$ cat config.mk
export PLATFORM = sky130hd
export DESIGN_NAME = arx_exec_unit
export DESIGN_NICKNAME = d
export VERILOG_FILES = /design/src/rtl/arx_pkg.sv /design/src/rtl/arx_regfile.sv /design/src/rtl/arx_alu.sv /design/src/rtl/arx_exec_unit.sv
export SDC_FILE = /design/constraint.sdc
export NUM_CORES = 1
export LEC_CHECK = 0
export BUFFER_PORTS_ARGS = -buffer_cell sky130_fd_sc_hd__buf_2
export CAP_MARGIN = 20
export CORE_MARGIN = 2
export CORE_UTILIZATION = 55
export CTS_CLUSTER_DIAMETER = 200
export DETAILED_ROUTE_END_ITERATION = 10
export PLACE_DENSITY_LB_ADDON = 0.2
export SYNTH_ARGS = -nofsm -noshare
export SYNTH_HDL_FRONTEND = slang
export SYNTH_HIERARCHICAL = 1
export SYNTH_SLANG_ARGS = --single-unit
$ cat constraint.sdc
create_clock -name clk -period 4.1 [get_ports clk]
set_input_delay 0.205 -clock clk [delete_from_list [all_inputs] [get_ports clk]]
set_output_delay 0.205 -clock clk [all_outputs]
set_load 0.005 [all_outputs]
$ cat src/rtl/arx_pkg.sv
package arx_pkg;
  typedef enum logic [2:0] {
    OP_NOP     = 3'd0,
    OP_ADD_WF  = 3'd1,
    OP_AND_WF  = 3'd2,
    OP_AND_LIT = 3'd3,
    OP_BIT_SET = 3'd4,
    OP_BIT_CLR = 3'd5,
    OP_BIT_TST = 3'd6,
    OP_RSVD    = 3'd7
  } arx_op_e;

  typedef struct packed {
    logic c;
    logic dc;
    logic z;
  } arx_flags_t;
endpackage

$ cat src/rtl/arx_regfile.sv
module arx_regfile #(
  parameter int DEPTH = 32,
  parameter int WIDTH = 8,
  localparam int AW = $clog2(DEPTH)
) (
  input  logic             clk,
  input  logic             rst_n,
  input  logic [AW-1:0]    addr,
  input  logic             wr_en,
  input  logic [WIDTH-1:0] wr_data,
  output logic [WIDTH-1:0] rd_data
);
  logic [DEPTH-1:0]            ent_en;
  logic [DEPTH-1:0][WIDTH-1:0] ent_q;

  for (genvar i = 0; i < DEPTH; i++) begin : g_ent
    assign ent_en[i] = wr_en && (addr == AW'(i));
    always_ff @(posedge clk or negedge rst_n) begin
      if (!rst_n)         ent_q[i] <= '0;
      else if (ent_en[i]) ent_q[i] <= wr_data;
    end
  end

  assign rd_data = ent_q[addr];

  // Each write must reach exactly one entry.
  assert_one_entry_R6: assert property (@(posedge clk) disable iff (!rst_n)
    $onehot0(ent_en) && (wr_en -> ($countones(ent_en) == 1)));
  // The written value is visible at the read port in the next cycle.
  assert_readback_R10: assert property (@(posedge clk) disable iff (!rst_n)
    wr_en |=> (($past(addr) != addr) || (rd_data == $past(wr_data))));
endmodule

$ cat src/rtl/arx_alu.sv
module arx_alu
  import arx_pkg::*;
#(
  parameter int WIDTH = 8,
  localparam int BW  = $clog2(WIDTH),
  localparam int NIB = WIDTH / 2
) (
  input  arx_op_e          op,
  input  logic [WIDTH-1:0] w_in,
  input  logic [WIDTH-1:0] f_in,
  input  logic [WIDTH-1:0] lit,
  input  logic [BW-1:0]    bit_idx,
  output logic [WIDTH-1:0] result,
  output logic             carry,
  output logic             dcarry,
  output logic             zero,
  output logic             bit_val
);
  logic [WIDTH:0]   sum;
  logic [NIB:0]     low_sum;
  logic [WIDTH-1:0] mask;

  always_comb begin
    sum     = {1'b0, w_in} + {1'b0, f_in};
    low_sum = {1'b0, w_in[NIB-1:0]} + {1'b0, f_in[NIB-1:0]};
    mask    = WIDTH'(1) << bit_idx;
    bit_val = |(f_in & mask);
    carry   = sum[WIDTH];
    dcarry  = low_sum[NIB];
    unique case (op)
      OP_ADD_WF:  result = sum[WIDTH-1:0];
      OP_AND_WF:  result = w_in & f_in;
      OP_AND_LIT: result = w_in & lit;
      OP_BIT_SET: result = f_in | mask;
      OP_BIT_CLR: result = f_in & ~mask;
      default:    result = f_in;
    endcase
    zero = (result == '0);
  end
endmodule

$ cat src/rtl/arx_exec_unit.sv
module arx_exec_unit
  import arx_pkg::*;
#(
  parameter int WIDTH = 8,
  parameter int DEPTH = 32,
  localparam int AW = $clog2(DEPTH),
  localparam int BW = $clog2(WIDTH)
) (
  input  logic             clk,
  input  logic             rst_n,
  input  logic [2:0]       op_sel,
  input  logic [AW-1:0]    f_addr,
  input  logic             dst_f,
  input  logic [BW-1:0]    bit_idx,
  input  logic [WIDTH-1:0] lit,
  output logic             flag_c,
  output logic             flag_dc,
  output logic             flag_z,
  output logic             skip_next,
  output logic [WIDTH-1:0] w_value,
  output logic [WIDTH-1:0] f_value
);
  arx_op_e          op;
  logic [WIDTH-1:0] w_q, w_d, alu_res, rf_rd;
  arx_flags_t       fl_q, fl_d;
  logic             skip_q, skip_d;
  logic             w_en, rf_en, fl_en, live;
  logic             alu_c, alu_dc, alu_z, alu_bit;

  assign op = arx_op_e'(op_sel);

  arx_regfile #(.DEPTH(DEPTH), .WIDTH(WIDTH)) u_rf (
    .clk(clk), .rst_n(rst_n), .addr(f_addr), .wr_en(rf_en),
    .wr_data(alu_res), .rd_data(rf_rd)
  );

  arx_alu #(.WIDTH(WIDTH)) u_alu (
    .op(op), .w_in(w_q), .f_in(rf_rd), .lit(lit), .bit_idx(bit_idx),
    .result(alu_res), .carry(alu_c), .dcarry(alu_dc), .zero(alu_z),
    .bit_val(alu_bit)
  );

  // Next-state decode
  always_comb begin
    live   = !skip_q;
    w_en   = 1'b0;
    rf_en  = 1'b0;
    fl_en  = 1'b0;
    skip_d = 1'b0;
    w_d    = alu_res;
    fl_d   = fl_q;
    if (live) begin
      unique case (op)
        OP_ADD_WF: begin
          w_en  = !dst_f;
          rf_en = dst_f;
          fl_en = 1'b1;
          fl_d  = '{c: alu_c, dc: alu_dc, z: alu_z};
        end
        OP_AND_WF: begin
          w_en   = !dst_f;
          rf_en  = dst_f;
          fl_en  = 1'b1;
          fl_d.z = alu_z;
        end
        OP_AND_LIT: begin
          w_en   = 1'b1;
          fl_en  = 1'b1;
          fl_d.z = alu_z;
        end
        OP_BIT_SET, OP_BIT_CLR: rf_en = 1'b1;
        OP_BIT_TST: skip_d = !alu_bit;
        default: ;
      endcase
    end
  end

  // State registers
  always_ff @(posedge clk or negedge rst_n) begin
    if (!rst_n) begin
      w_q    <= '0;
      fl_q   <= '0;
      skip_q <= 1'b0;
    end else begin
      if (w_en)  w_q  <= w_d;
      if (fl_en) fl_q <= fl_d;
      skip_q <= skip_d;
    end
  end

  assign flag_c    = fl_q.c;
  assign flag_dc   = fl_q.dc;
  assign flag_z    = fl_q.z;
  assign skip_next = skip_q;
  assign w_value   = w_q;
  assign f_value   = rf_rd;

  assert_skip_single_R8: assert property (@(posedge clk) disable iff (!rst_n)
    skip_next |=> !skip_next);
  assert_squashed_quiet_R8: assert property (@(posedge clk) disable iff (!rst_n)
    skip_next |=> ($stable(w_value) && $stable({flag_c, flag_dc, flag_z})));
  assert_bitops_keep_flags_R6: assert property (@(posedge clk) disable iff (!rst_n)
    (op_sel inside {3'd4, 3'd5, 3'd6}) |=> $stable({flag_c, flag_dc, flag_z}));
  assert_test_keeps_w_R7: assert property (@(posedge clk) disable iff (!rst_n)
    (op_sel == 3'd6) |=> $stable(w_value));
  assert_nop_quiet_R9: assert property (@(posedge clk) disable iff (!rst_n)
    (op_sel == 3'd0 || op_sel == 3'd7) |=>
      ($stable(w_value) && $stable({flag_c, flag_dc, flag_z}) && !skip_next));
  assert_lit_keeps_carry_R5: assert property (@(posedge clk) disable iff (!rst_n)
    (op_sel == 3'd3) |=> ($stable(flag_c) && $stable(flag_dc)));
  assert_andf_keeps_carry_R4: assert property (@(posedge clk) disable iff (!rst_n)
    (op_sel == 3'd2) |=> ($stable(flag_c) && $stable(flag_dc)));
endmodule

Yosys cells after proc, flatten, opt, wreduce, memory -nomap -nowiden
Index checks and enable logic that the tools add are counted.

Multiplexer cells: 11. Shift-type cells: 1. Equality and inequality tests: 37. Reduce and logical (&&, ||, !) cells: 42. Magnitude comparators: 1. Add/sub/neg operators: 2. Bitwise operators: 7.

Operators with widths (number): 5-bit == test (second input constant) (16); 8-bit binary-select mux with 5-bit select (1); 5-bit by 4-bit == test with 1-bit output (second input constant) (8); 8-bit one-hot mux with 5 select lines (1); 8-bit AND (4); 1-bit logical AND (32); 5-bit by 3-bit == test with 1-bit output (second input constant) (4); 5-bit by 2-bit == test with 1-bit output (second input constant) (2); 8-bit by 8-bit adder with 9-bit output (1); 3-bit == test (second input constant) (3); 8-bit logical NOT (1); 8-bit two-way mux (1); 8-bit inverter (1); 8-bit OR (1); 8-bit OR reduction (1); 1-bit by 3-bit left shift with 8-bit output (first input constant) (1); 3-bit by 2-bit == test with 1-bit output (second input constant) (2); 5-bit by 6-bit less-than comparator with 1-bit output (second input constant) (1); 1-bit two-way mux (6); 3-bit AND reduction (2); 4-bit by 4-bit adder with 5-bit output (1); 5-bit by 1-bit == test with 1-bit output (second input constant) (1); 5-bit logical NOT (1); 1-bit one-hot mux with 2 select lines (2); 5 further kinds (7).

Register bits: 268. Bits of input ports: 22.

Depth between registers and ports, before layout
Word-level depth: 7. Gate-level depth with buffers: 17.

Hierarchy
The synthesis kept the hierarchy.

Modules (own cells, without submodules): arx_regfile (area an instance 12019.0 um^2, times used 1, cells each 833); arx_alu (area an instance 999.7 um^2, times used 1, cells each 147); arx_exec_unit (area an instance 738.2 um^2, times used 1, cells each 76).

Least setup slack after synthesis
No wires, ideal clock.

Kind: input to register. From: input port f_addr[0]. To: register fl_q (netlist bit flag_z). Slack: 287 ps. Path buffers: 3. Arrival: 3686 ps. Setup time: 128 ps. Stages on the path: 16. Required time: 3972 ps. Cells stage by stage: buf_2 buf_2 buf_4 nor2_1 a221oi_1 a2bb2oi_1 ha_1 inv_1 fa_1 nor2b_1 o21ai_0 nor3b_1 o41ai_1 or4_1 nor4_2 mux2_1.

Longest elaborated chain between the ends: 5.

Ends and longest elaborated chain: from (decl) (RTL line arx_exec_unit.sv:12) `input logic [AW-1:0] f_addr,`; 8-bit binary-select mux with 5-bit select (RTL line arx_regfile.sv:24) `assign rd_data = ent_q[addr];`; 8-bit two-way mux (implied by the code) (RTL line arx_regfile.sv:24); named net f_value[0] (RTL line arx_exec_unit.sv:21) `output logic [WIDTH-1:0] f_value`; 8-bit by 8-bit adder with 9-bit output (RTL line arx_alu.sv:24) `sum = {1'b0, w_in} + {1'b0, f_in};`; 8-bit one-hot mux with 5 select lines (RTL line arx_alu.sv:30) `unique case (op)`; named net alu_res[4] (RTL line arx_exec_unit.sv:24) `logic [WIDTH-1:0] w_q, w_d, alu_res, rf_rd;`; 8-bit logical NOT (RTL line arx_alu.sv:38) `zero = (result == '0);`; named net alu_z (RTL line arx_exec_unit.sv:28) `logic alu_c, alu_dc, alu_z, alu_bit;`; to (signal assigned) (RTL line arx_exec_unit.sv:86) `if (fl_en) fl_q <= fl_d;`; to (decl) (RTL line arx_exec_unit.sv:25) `arx_flags_t fl_q, fl_d;`.

The timed path passes the listed nets, and every way through them passes these cells. The select of a mux whose other input is x is not followed. A chain may end at the register's enable or synchronous reset.

Final worst setup path
From: register u_rf/ent_q[224] (netlist bit). To: register fl_q (netlist bit flag_z).

Longest elaborated chain between the ends: 5.

Ends and longest elaborated chain: from (decl) (RTL line arx_regfile.sv:14) `logic [DEPTH-1:0][WIDTH-1:0] ent_q;`; from (signal, indexed assignment) (RTL line arx_regfile.sv:20) `else if (ent_en[i]) ent_q[i] <= wr_data;`; 8-bit binary-select mux with 5-bit select (RTL line arx_regfile.sv:24); 8-bit two-way mux (implied by the code) (RTL line arx_regfile.sv:24); 8-bit by 8-bit adder with 9-bit output (RTL line arx_alu.sv:24); 8-bit one-hot mux with 5 select lines (RTL line arx_alu.sv:30); named net alu_res[2] (RTL line arx_exec_unit.sv:24); 8-bit logical NOT (RTL line arx_alu.sv:38); named net alu_z (RTL line arx_exec_unit.sv:28).

The timed path passes the listed nets, and every way through them passes these cells. The select of a mux whose other input is x is not followed.

==> results.cfg <==
[synth]
ys_types = 72
synth_top_family_by_area = multiplexers
synth.avg_cell_area_sq_um = 13.0
synth-edff-count = 0
synthMuxAreaShare = 0.318
synthAdderAreaFrac = 0.00873
synth_area_sq_um = 13800
yosys.area_share.simple = 0.0816
synth_flop_cell = dfrtp_1
yosys_warnings = 6
synth-xor-area-share = 0.00127
async_reset_ff_frac = 1.00
ys_ff_latch = 268
seq_area_frac_synth = 0.487
synth_nets = 1087
synth-compound-area-share = 0.0712
synthCells = 1056

[worst_setup_path]
cp_slowest_cell = a2bb2oi_1
reg2reg_to = flag_z$_DFFE_PN0P_
cp_max_fo = 3
path_cells = mux4_2 > nand3_1 > o2111ai_1 > a2bb2oi_1 > ha_1 > inv_1 > fa_1 > xnor2_1 > a32oi_1 > o211ai_1 > or4_1 > or4_1 > nor4_2 > mux2_1
required_ns = 4.58
worst_setup_path_end_kind = register
crit_arrival_ns = 4.20
crit_top_cell = or4_1
rr_worst_depth = 14
crit_family = simple AND/OR/NAND/NOR gates
worst_path_largest_cell_delay_ns = 0.44
r2r_slack_ns = 0.38
path_buf_inv = 1
crit_type = reg -> reg
startpoint_type = register
timing.rr.start = u_rf/ent_q[224]$_DFFE_PN0P_

[drt]
wl_per_cell_um = 23.4
dr_wl_met2_mm = 15.6
drtIter0Drc = 1032
via_per_inst = 6.28
vias = 9121
top_layer = met4
detail-route-antenna-nets = 0
drt-total-wl_mm = 34.0
wl_met3_mm = 1.98
dr.pass1.iters = 6
wl_met1_mm = 15.3
drcViolationCount = 0

[timing]
tightest_slew_ns = 1.01
fmax_mhz = 269
finalMaxSlewViolations = 0
hold_viol_final = 0
finalWorstSetupSlack_ns = 0.382
rsz0062_at_grt = no
finalSetupViolations = 0
finalClockSkew_ns = 0.0202
min_period_ns = 3.72
relSlewSlack = 0.327
min_period_over_period = 0.907

[floorplan]
ios = 42
die_h_um = 162
die_area_sq_um = 26300
core_area_sq_um = 24500
die_w_um = 162
num_rows = 57
start_util = 0.562

[worst_hold_path]
hold_depth = 4
hold_path_end = w_value[5]$_DFFE_PN0P_
hold_class = in -> reg
min_from = dst_f

[clock_network]
htreeDepth = 1
cts_tree = done
cts-resized-gates = 0
cts_made_buffers = 30
clk_pin_slew_ns = 0.07
clock-sinks = 268
clock_latency_ns = 0.55
root_buffer = clkbuf_16
clock_path_buffers = 3

[pwr]
peakVddDrop_uv = 373
p_leak_nw = 7.18
p_total_w = 0.00772
power_density_nw_per_um2 = 500

[placement]
dpl_worst_slack_ns = -0.0949
port_buffers = 41
gp_congestion = 0.924
dpl.hpwl_mm = 22.6

[global_routing]
grt_max_degree = 125
grt_use_total = 0.267
grt_pass1_vias = 9162
overflow = 0
grt_first_pass_wirelength_mm = 54.3
antenna_found_initial = 1

[finish]
n_fill_cell = 1830
seqCellArea_sq_um = 6710
area_growth_pct = 12.3
final_nets = 1139
drive_gt1_frac = 0.435
multi_input_area_sq_um = 6630

[run_status]
status = finished clean

[run]
max-cap-violations = 0
==> synth_stat cells, types with 4 or more instances <==
| cell | n | area [sq um] |
|---|---|---|
| nor2_1 | 33 | 124 |
| o22a_1 | 8 | 70.1 |
| or4_1 | 4 | 30.0 |
| buf_4 | 13 | 97.6 |
| nor2_2 | 12 | 75.1 |
| o21ai_0 | 11 | 55.1 |
| a21oi_1 | 19 | 95.1 |
| mux2i_1 | 41 | 410 |
| nand2_1 | 49 | 184 |
| mux2_2 | 273 | 3070 |
| o221ai_1 | 7 | 61.3 |
| a221oi_1 | 4 | 35.0 |
| o211ai_1 | 15 | 113 |
| clkbuf_1 | 35 | 131 |
| inv_1 | 8 | 30.0 |
| mux4_2 | 37 | 833 |
| a22oi_1 | 6 | 45.0 |
| buf_2 | 24 | 120 |
| nand2b_1 | 22 | 138 |
| a211oi_1 | 8 | 60.1 |
| mux2_1 | 5 | 56.3 |
| nand4_1 | 7 | 43.8 |
| o21a_1 | 12 | 90.1 |
| nor2_4 | 4 | 45.0 |
| o22ai_1 | 4 | 25.0 |
| nand3_1 | 20 | 100 |
| nor2b_1 | 16 | 100 |
| dfrtp_1 | 268 | 6710 |
| ha_1 | 8 | 100 |
| a31oi_1 | 11 | 68.8 |
| a41oi_1 | 9 | 78.8 |
==> power breakdown <==
part / internal, W / switching [W]
Combinational: 0.000832 / 0.000824
Clock: 0.00158 / 0.00105
Sequential: 0.00313 / 0.000299
==> tightest hold or removal path, cell delays in order <==
cell	delay [ns]
buf_2	0.14
nor4b_4	0.09
nand2_1	0.07
nand3_1	0.06
==> state kept, by name, summed over array words and instances (netlist names) <==
| name | flops |
|---|---|
| flag_c | 1 |
| flag_dc | 1 |
| flag_z | 1 |
| skip_next | 1 |
| u_rf/ent_q | 256 |
| w_value | 8 |
==> kinds of logic after synthesis <==
logic type / after synthesis
mux: 356
flops: 268
simple gates: 197
compound gates: 135
buf+inv: 89
fa+ha+maj: 9
xor+xnor: 2
==> cell type report <==
class                           count  area share
Inverter                           10     0.00243
Clock inverter                     11     0.00729
Antenna cell                        1    0.000162
Timing Repair Buffer               99      0.0449
Tap cell                          324      0.0262
Sequential cell                   268       0.434
Multi-Input combinational cell    699       0.429
Clock buffer                       40      0.0556
==> through the flow <==
stage,hold WS (ns),std cells,util,TNS [ns],area [sq um]
after floorplan,-0.0906,1056,-,0,13800
after global placement,0.380,1399,0.591,-0.238,14500
after detailed placement,0.374,1399,0.591,-0.817,14500
after CTS,0.0470,1451,0.631,0,15400
after global routing,0.0780,1451,0.631,0,15400
final,0.0576,1452,0.631,0,15400
==> metal layers <==
layer	vias up	track usage
li1	4036	-
met1	4694	0.389
met2	318	0.414
met3	73	0.0437
met4	0	0.0821
met5	-	0
==> what timing repair did <==
action	4_1_cts	5_1_grt
hold buffers	1	0
hold endpoints to repair	121	0
setup buffers	0	0
==> cell usage in the layout (no fill, tap or decap), types with 11 or more instances in the layout <==
master	instances
a21oi_1	19
a31oi_1	11
buf_2	39
buf_4	55
clkbuf_16	31
dfrtp_1	268
mux2_2	273
mux2i_1	41
mux4_2	37
nand2_1	49
nand2b_1	22
nand3_1	20
nor2_1	32
nor2_2	13
nor2b_1	16
o211ai_1	15
o21a_1	12
o21ai_0	11
==> how the worst max path moves through the flow <==
stage                                     start  slack [ns]                 end  cells past startpoint
floorplan                             f_addr[0]        0.29  flag_z$_DFFE_PN0P_                     16
global placement                      f_addr[0]       -0.04  flag_z$_DFFE_PN0P_                     16
detailed placement                    f_addr[0]       -0.09  flag_z$_DFFE_PN0P_                     15
CTS                 u_rf/ent_q[224]$_DFFE_PN0P_        0.42  flag_z$_DFFE_PN0P_                     14
global route                          f_addr[0]        0.12  flag_z$_DFFE_PN0P_                     15
finish              u_rf/ent_q[224]$_DFFE_PN0P_        0.38  flag_z$_DFFE_PN0P_                     14
Power figures use the tool's default switching activity.
